[config.mk]
export PLATFORM = sky130hd
export DESIGN_NAME = tick_timer
export DESIGN_NICKNAME = d
export VERILOG_FILES = /design/src/rtl/tick_pkg.sv /design/src/rtl/tick_counter.sv /design/src/rtl/tick_compare.sv /design/src/rtl/tick_readout.sv /design/src/rtl/tick_timer.sv
export SDC_FILE = /design/constraint.sdc
export NUM_CORES = 1
export LEC_CHECK = 0
export BUFFER_PORTS_ARGS = -buffer_cell sky130_fd_sc_hd__buf_2
export CELL_PAD_IN_SITES_DETAIL_PLACEMENT = 1
export CELL_PAD_IN_SITES_GLOBAL_PLACEMENT = 1
export CORE_ASPECT_RATIO = 1.75
export CORE_MARGIN = 2
export CORE_UTILIZATION = 35
export CTS_BUF_LIST = sky130_fd_sc_hd__clkbuf_4 sky130_fd_sc_hd__clkbuf_8 sky130_fd_sc_hd__clkbuf_16
export DETAILED_ROUTE_END_ITERATION = 8
export PLACE_DENSITY_LB_ADDON = 0.3
export SKIP_LAST_GASP = 1
export SYNTH_ARGS = -nofsm -noshare
export SYNTH_HDL_FRONTEND = slang
export SYNTH_SLANG_ARGS = --single-unit
[constraint.sdc]
create_clock -name clk -period 2.42 [get_ports clk]
set_input_delay 0.605 -clock clk [delete_from_list [all_inputs] [get_ports clk]]
set_output_delay 0.605 -clock clk [all_outputs]
set_load 0.05 [all_outputs]
[src/rtl/tick_pkg.sv]
package tick_pkg;
   typedef enum logic {
      TREG_COUNT = 1'b0,
      TREG_CMP   = 1'b1
   } treg_e;
endpackage

[src/rtl/tick_counter.sv]
module tick_counter #(
   parameter int CNT_W = 64,
   localparam int VW = CNT_W - 1
) (
   input  logic          clk,
   input  logic          rst_n,
   input  logic          load_en,
   input  logic [CNT_W-1:0] load_data,
   output logic [VW-1:0] count_o,
   output logic          guard_o
);
   logic [VW-1:0] count_q;
   logic          guard_q;
   logic          past_ok;

   always_ff @(posedge clk or negedge rst_n) begin
      if (!rst_n) begin
         count_q <= '0;
         guard_q <= 1'b1;
         past_ok <= 1'b0;
      end else begin
         past_ok <= 1'b1;
         if (load_en) begin
            count_q <= load_data[VW-1:0];
            guard_q <= load_data[CNT_W-1];
         end else begin
            count_q <= count_q + 1'b1;
         end
      end
   end

   assign count_o = count_q;
   assign guard_o = guard_q;

   // free-running increment with modular wrap
   a_r3_step: assert property (@(posedge clk) disable iff (!rst_n)
      (past_ok && !$past(load_en)) |-> (count_q == VW'($past(count_q) + 1'b1)));
   a_r3_load: assert property (@(posedge clk) disable iff (!rst_n)
      load_en |=> (guard_q == $past(load_data[CNT_W-1])));
endmodule

[src/rtl/tick_compare.sv]
module tick_compare #(
   parameter int CNT_W = 64,
   localparam int VW = CNT_W - 1
) (
   input  logic          clk,
   input  logic          rst_n,
   input  logic          load_en,
   input  logic [CNT_W-1:0] load_data,
   input  logic [VW-1:0] count_i,
   output logic [VW-1:0] match_o,
   output logic          mask_o,
   output logic          irq_o
);
   logic [VW-1:0] match_q;
   logic          mask_q;
   logic          irq_q;
   logic          hit;

   assign hit = (count_i == match_q);

   always_ff @(posedge clk or negedge rst_n) begin
      if (!rst_n) begin
         match_q <= '0;
         mask_q  <= 1'b1;
         irq_q   <= 1'b0;
      end else begin
         if (load_en) begin
            match_q <= load_data[VW-1:0];
            mask_q  <= load_data[CNT_W-1];
         end
         if (load_en || mask_q)
            irq_q <= 1'b0;
         else if (hit)
            irq_q <= 1'b1;
      end
   end

   assign match_o = match_q;
   assign mask_o  = mask_q;
   assign irq_o   = irq_q;

   a_r8_rise_on_hit: assert property (@(posedge clk) disable iff (!rst_n)
      $rose(irq_q) |-> $past(count_i == match_q && !mask_q));
   a_r9_write_clears: assert property (@(posedge clk) disable iff (!rst_n)
      load_en |=> !irq_q);
   a_r10_mask_blocks: assert property (@(posedge clk) disable iff (!rst_n)
      mask_q |=> !irq_q);
endmodule

[src/rtl/tick_readout.sv]
module tick_readout
   import tick_pkg::*;
#(
   parameter int CNT_W = 64,
   localparam int VW = CNT_W - 1
) (
   input  logic          clk,
   input  logic          rst_n,
   input  logic          rd_en,
   input  treg_e         rd_sel,
   input  logic          rd_priv,
   input  logic [VW-1:0] count_i,
   input  logic          guard_i,
   input  logic [VW-1:0] match_i,
   input  logic          mask_i,
   output logic          valid_o,
   output logic [CNT_W-1:0] data_o,
   output logic          fault_o
);
   logic             valid_q, fault_q;
   logic [CNT_W-1:0] data_q;
   logic             blocked;

   assign blocked = (rd_sel == TREG_COUNT) && guard_i && !rd_priv;

   always_ff @(posedge clk or negedge rst_n) begin
      if (!rst_n) begin
         valid_q <= 1'b0;
         fault_q <= 1'b0;
         data_q  <= '0;
      end else begin
         valid_q <= rd_en;
         fault_q <= rd_en && blocked;
         if (!rd_en || blocked)
            data_q <= '0;
         else if (rd_sel == TREG_COUNT)
            data_q <= {guard_i, count_i};
         else
            data_q <= {mask_i, match_i};
      end
   end

   assign valid_o = valid_q;
   assign data_o  = data_q;
   assign fault_o = fault_q;

   a_r4_valid_due: assert property (@(posedge clk) disable iff (!rst_n)
      rd_en |=> valid_q);
   a_r5_fault_zero: assert property (@(posedge clk) disable iff (!rst_n)
      fault_q |-> (valid_q && data_q == '0));
endmodule

[src/rtl/tick_timer.sv]
module tick_timer
   import tick_pkg::*;
#(
   parameter int CNT_W = 64,
   localparam int VW = CNT_W - 1
) (
   input  logic             clk,
   input  logic             rst_n,
   input  logic             wr_en,
   input  logic             wr_sel,
   input  logic [CNT_W-1:0] wr_data,
   input  logic             rd_en,
   input  logic             rd_sel,
   input  logic             rd_priv,
   output logic             rd_valid,
   output logic [CNT_W-1:0] rd_data,
   output logic             priv_fault,
   output logic             timer_irq
);
   generate
      if (CNT_W < 8 || CNT_W > 64) begin : g_bad_width
         $error("tick_timer: CNT_W must lie in 8..64");
      end
   endgenerate

   treg_e         wsel, rsel;
   logic          cnt_load, cmp_load;
   logic [VW-1:0] count, match;
   logic          guard, mask;

   assign wsel     = treg_e'(wr_sel);
   assign rsel     = treg_e'(rd_sel);
   assign cnt_load = wr_en && (wsel == TREG_COUNT);
   assign cmp_load = wr_en && (wsel == TREG_CMP);

   tick_counter #(.CNT_W(CNT_W)) u_count (
      .clk(clk), .rst_n(rst_n), .load_en(cnt_load), .load_data(wr_data),
      .count_o(count), .guard_o(guard));

   tick_compare #(.CNT_W(CNT_W)) u_cmp (
      .clk(clk), .rst_n(rst_n), .load_en(cmp_load), .load_data(wr_data),
      .count_i(count), .match_o(match), .mask_o(mask), .irq_o(timer_irq));

   tick_readout #(.CNT_W(CNT_W)) u_rd (
      .clk(clk), .rst_n(rst_n), .rd_en(rd_en), .rd_sel(rsel), .rd_priv(rd_priv),
      .count_i(count), .guard_i(guard), .match_i(match), .mask_i(mask),
      .valid_o(rd_valid), .data_o(rd_data), .fault_o(priv_fault));
endmodule

---- After elaboration in Yosys (flattened, before gate mapping) ----
Cells that the tools add are included.
word-level totals
  register bits ........................... 195
  input port bits ......................... 71
  output and inout bits ................... 67
operators by class
  add/subtract/negate cells ............... 1
  equality and inequality tests ........... 1
  mux-type cells .......................... 5
  bitwise operators ....................... 2
  reduce and logical (&&, ||, !) cells .... 10
operators by type and width
  kind                   count
  $mux 64                2
  $add 63x1->63 const B  1
  $eq 63x63->1           1
  $mux 63                1
  $logic_and 1x1->1      5
  $logic_not 1->1        2
  $logic_or 1x1->1       2
  $mux 1                 2
  $not 1->1              2
  $reduce_bool 2->1      1

---- Logic depth before layout (Yosys ltp) ----
  depth after elaboration ................. 5
  gate-level depth with buffers ........... 8
  gate-level depth less buffers ........... 6

---- Modules after synthesis ----
Synthesis repeated with hierarchy kept, for this count alone.
unflattened totals
  cells, all modules ...................... 946
  area, all modules ....................... 9,907.0 um^2
modules (own cells, without submodules)
  module        instances  cells an instance  area an instance (um^2)  seq. area each (um^2)
  tick_counter  1          433                3,737.3                  1,602.8
  tick_readout  1          289                3,078.0                  1,651.6
  tick_compare  1          222                3,075.4                  1,627.8
  tick_timer    1          2                  16.3                     0.0

---- Least setup slack after synthesis ----
No wires, ideal clock.
  path type ............................... register -> register
  from .................................... register u_count.count_q[0] (netlist: u_count.count_o[0])
  to ...................................... register u_count.count_q[54] (netlist: u_count.count_o[54])
  setup time .............................. 0.082 ns
  arrival ................................. 1.938 ns
  path slack .............................. 0.400 ns
  stages on the path, launching flop included .. 7
  clock period less this slack ............ 2.020 ns
  cell sequence ........................... dfrtp_1 > ha_1 > nand3_1 > nor4_2 > nand4_2 > or4_1 > a31oi_1
on the way
  longest elaborated chain between the ends .. 2
RTL lines
  what                    line                text
  from (decl)             tick_counter.sv:12  logic [VW-1:0] count_q;
  from (signal assigned)  tick_counter.sv:24  count_q <= load_data[VW-1:0];
  from (signal assigned)  tick_counter.sv:27  count_q <= count_q + 1'b1;
  $add 63x1->63           tick_counter.sv:27
  $mux 63                 tick_counter.sv:23  if (load_en) begin
Every way passes these cells.
A chain may end at the register's enable or synchronous reset.

---- Final worst setup path ----
  from .................................... register u_count.count_q[2] (netlist: u_count.count_o[2])
  to ...................................... register u_count.count_q[51] (netlist: u_count.count_o[51])
Same word-level chain as after synthesis.

==> results.sh <==
export IMPL_cp_start_kind="register"
export IMPL_switching_share_pct=34.5
export IMPL_ant_nets=0
export IMPL_die_w_um=128
export IMPL_timing_fmax_ghz=0.443
export IMPL_pwr_share_seq_pct=44.2
export IMPL_setup_ws_ns=0.163
export IMPL_fin_setup_tns_ns=0
export IMPL_wire_per_inst_um=21.5
export IMPL_worstSetupPathType="reg2reg"
export IMPL_setup_viol=0
export IMPL_leakage_nw=5.24
export IMPL_outcome="finished, final reports clean"
export IMPL_worst_pin_slew_ns=0.694
export IMPL_cts_tree="built"
export IMPL_crit_path_end_kind="register"
export IMPL_total_power_mw=9.30
export IMPL_clk_pin_slew_ns=0.08
export IMPL_synth_cell_area_um2=9380
export IMPL_final_cells=1372
export IMPL_slew_viol_final=0
export IMPL_drt_iter0_markers=374
export IMPL_arrival_ns=2.62
export IMPL_synth_edff_count=0
export IMPL_port_buffers=137
export IMPL_timing_rr_end="u_count.count_o[51]"
export IMPL_rows=79
export IMPL_clockBufferDepth=2
export IMPL_detail_route_drc_violations=0
export IMPL_p_per_area_nw_per_um2=811
export IMPL_p_clk_share_pct=31.2
export IMPL_io_pins=138
export IMPL_ctsHtreeMaxLevel=4
export IMPL_grt_pass1_wl_mm=45.8
export IMPL_vias_per_cell=5.32
export IMPL_irDropWorstVdd_mv=0.488
export IMPL_diodes=0
export IMPL_ys_flop_type="dfrtp_1"
export IMPL_syn_nets=939
export IMPL_pre_cts_slack_ns=0.137
export IMPL_die_area_um2=28200
export IMPL_fillers=2954
export IMPL_antenna_found_initial=0
export IMPL_p_int_mw=6.10
export IMPL_min_period_ns=2.26
export IMPL_die_h_um=221
export IMPL_final_core_util_pct=43.3
export IMPL_dp_cells=1338
export IMPL_maxCapViolCount=0
export IMPL_grt_overflow_total=0
export IMPL_ys_warn_count=0
export IMPL_hold_violations=0
export IMPL_required_ns=2.78
export IMPL_dpl_instance_area_um2=10900
export IMPL_syn_to_final_growth_pct=22.3
export IMPL_routed_wirelength_mm=29.5
export IMPL_rsz0062_at_grt="no"
export IMPL_crit_fanout=22
export IMPL_cts_sinks=195
export IMPL_reg2reg_depth=6
export IMPL_rrSetupSlack_ns=0.16
export IMPL_cts_root_buf="clkbuf_16"
export IMPL_grt_max_degree=70
export IMPL_via_count=7302
export IMPL_maxSlewHeadroom_pct=53.3
export IMPL_syn_area_per_cell_um2=10.8
export IMPL_grt_usage_pct=21.8
export IMPL_drive_gt1_share_pct=30.2
export IMPL_fin_nets=1107
export IMPL_cts_buffers=17
export IMPL_timing_hold_ws_ns=0.0837
export IMPL_regArea_um2=4880
export IMPL_place_congestion=0.954
export IMPL_fin_area_um2=11500
export IMPL_skew_ns=0.00947
export IMPL_p_comb_share_pct=24.7
export IMPL_grt_pass1_vias=8000
export IMPL_hp_class="in2async"
export IMPL_yosysSeqAreaShare_pct=52.0
export IMPL_final_common_cell="dfrtp_1"
export IMPL_p_sw_mw=3.21
export IMPL_async_reset_ff_share_pct=100
export IMPL_drtPass1Iterations=4
export IMPL_layout_common_cells="193 x dfrtp_1, 135 x buf_2, 97 x nor2_1"
export IMPL_synth_cell_types=41
export IMPL_netlist_instances=867
export IMPL_ys_ff_latch=195
export IMPL_core_um2=26500
export IMPL_multi_input_area_um2=4300
export IMPL_post_dp_hpwl_mm=22.4
export IMPL_holdBufCountCts=0
export IMPL_initial_utilization_pct=35.4
export IMPL_insertion_delay_ns=0.45
export IMPL_period_share_pct=93.3
export IMPL_timing_rr_start="u_count.count_o[2]"
==> flip-flops by register name (all words and copies together) (netlist names) <==
name             count
u_count.guard_o      1
u_rd.fault_o         1
u_rd.data_o         64
u_rd.valid_o         1
u_cmp.irq_o          1
u_cmp.mask_o         1
u_cmp.match_o       63
u_count.count_o     63
==> metal layers <==
metal  global-route usage (%)  routed length [um]  up-vias
li1                         -                   -     3368
met1                     23.8               11200     3725
met2                     40.9               16200      158
met3                     3.65                 906       51
met4                     9.71                1180        0
met5                        0                   0        -
==> area by class of cell <==
type	instances	area share [%]
Sequential cell	195	42.6
Multi-Input combinational cell	611	37.4
Timing Repair Buffer	201	11.0
Clock buffer	21	4.02
Tap cell	324	3.53
Clock inverter	11	1.12
Inverter	9	0.294
==> critical path: stages (launching register included) <==
cell and delay (ns):
dfrtp_1 0.52, nand4_4 0.21, nor4_4 0.37, nand4_2 0.12, buf_4 0.24, or4_1 0.50, a31oi_1 0.21
==> timing repair <==
item	CTS	global route
setup buffers	0	2
setup endpoints to repair	0	8
resized for setup	0	2
==> worst max path at each step <==
stage	endpoint	depth (start not counted)	start	slack, ns
CTS	u_count.count_o[51]	6	u_count.count_o[26]	0.1
global placement	u_count.count_o[54]	6	u_count.count_o[19]	0.25
floorplan	u_count.count_o[54]	6	u_count.count_o[0]	0.40
global route	u_count.count_o[62]	7	u_count.count_o[1]	0.02
detailed placement	u_count.count_o[51]	6	u_count.count_o[26]	0.14
finish	u_count.count_o[51]	6	u_count.count_o[2]	0.16
==> kinds of logic after synthesis <==
kind of cell               count (synthesis)  share of synthesized area [%]
and+or+nand+nor                          294                           16.0
DFF                                      195                           52.0
adders and majority gates                  1                          0.133
muxes                                    127                           14.4
xor gates and xnor gates                 101                           9.43
buffers and inverters                     61                           2.57
AOI/OAI and AO/OA                         88                           5.44
==> synth_stat cells, types with 3 or more instances <==
| cell type | instances | share of area, % |
|---|---|---|
| nor4_2 | 3 | 0.40 |
| mux2_2 | 64 | 7.7 |
| nor2_1 | 97 | 3.9 |
| or4_1 | 14 | 1.1 |
| or3_1 | 11 | 0.73 |
| buf_2 | 7 | 0.37 |
| clkbuf_1 | 42 | 1.7 |
| xnor2_1 | 12 | 1.1 |
| clkbuf_2 | 3 | 0.16 |
| dfrtp_1 | 193 | 51 |
| nor3_1 | 6 | 0.32 |
| o211ai_1 | 3 | 0.24 |
| nand3_1 | 30 | 1.6 |
| mux2i_1 | 63 | 6.7 |
| xor2_1 | 89 | 8.3 |
| nand2_1 | 66 | 2.6 |
| nor4_1 | 21 | 1.4 |
| inv_1 | 9 | 0.36 |
| and3_1 | 4 | 0.27 |
| nand4_1 | 22 | 1.5 |
| and4_1 | 3 | 0.28 |
| o21ai_0 | 46 | 2.5 |
| a31oi_1 | 20 | 1.3 |
| a21oi_1 | 4 | 0.21 |
| o31ai_1 | 11 | 0.88 |
==> power groups by stage <==
stage	clock network, mW	logic, mW	registers [mW]
4_1_cts	2.96	2.32	4.11
6_report	2.90	2.29	4.11
3_3_place_gp	0	2.28	4.13
2_1_floorplan	0	0.995	4.50
5_1_grt	3.09	2.45	4.18
3_5_place_dp	0	2.30	4.16
No activity file was read; power rests on OpenSTA's default activity.
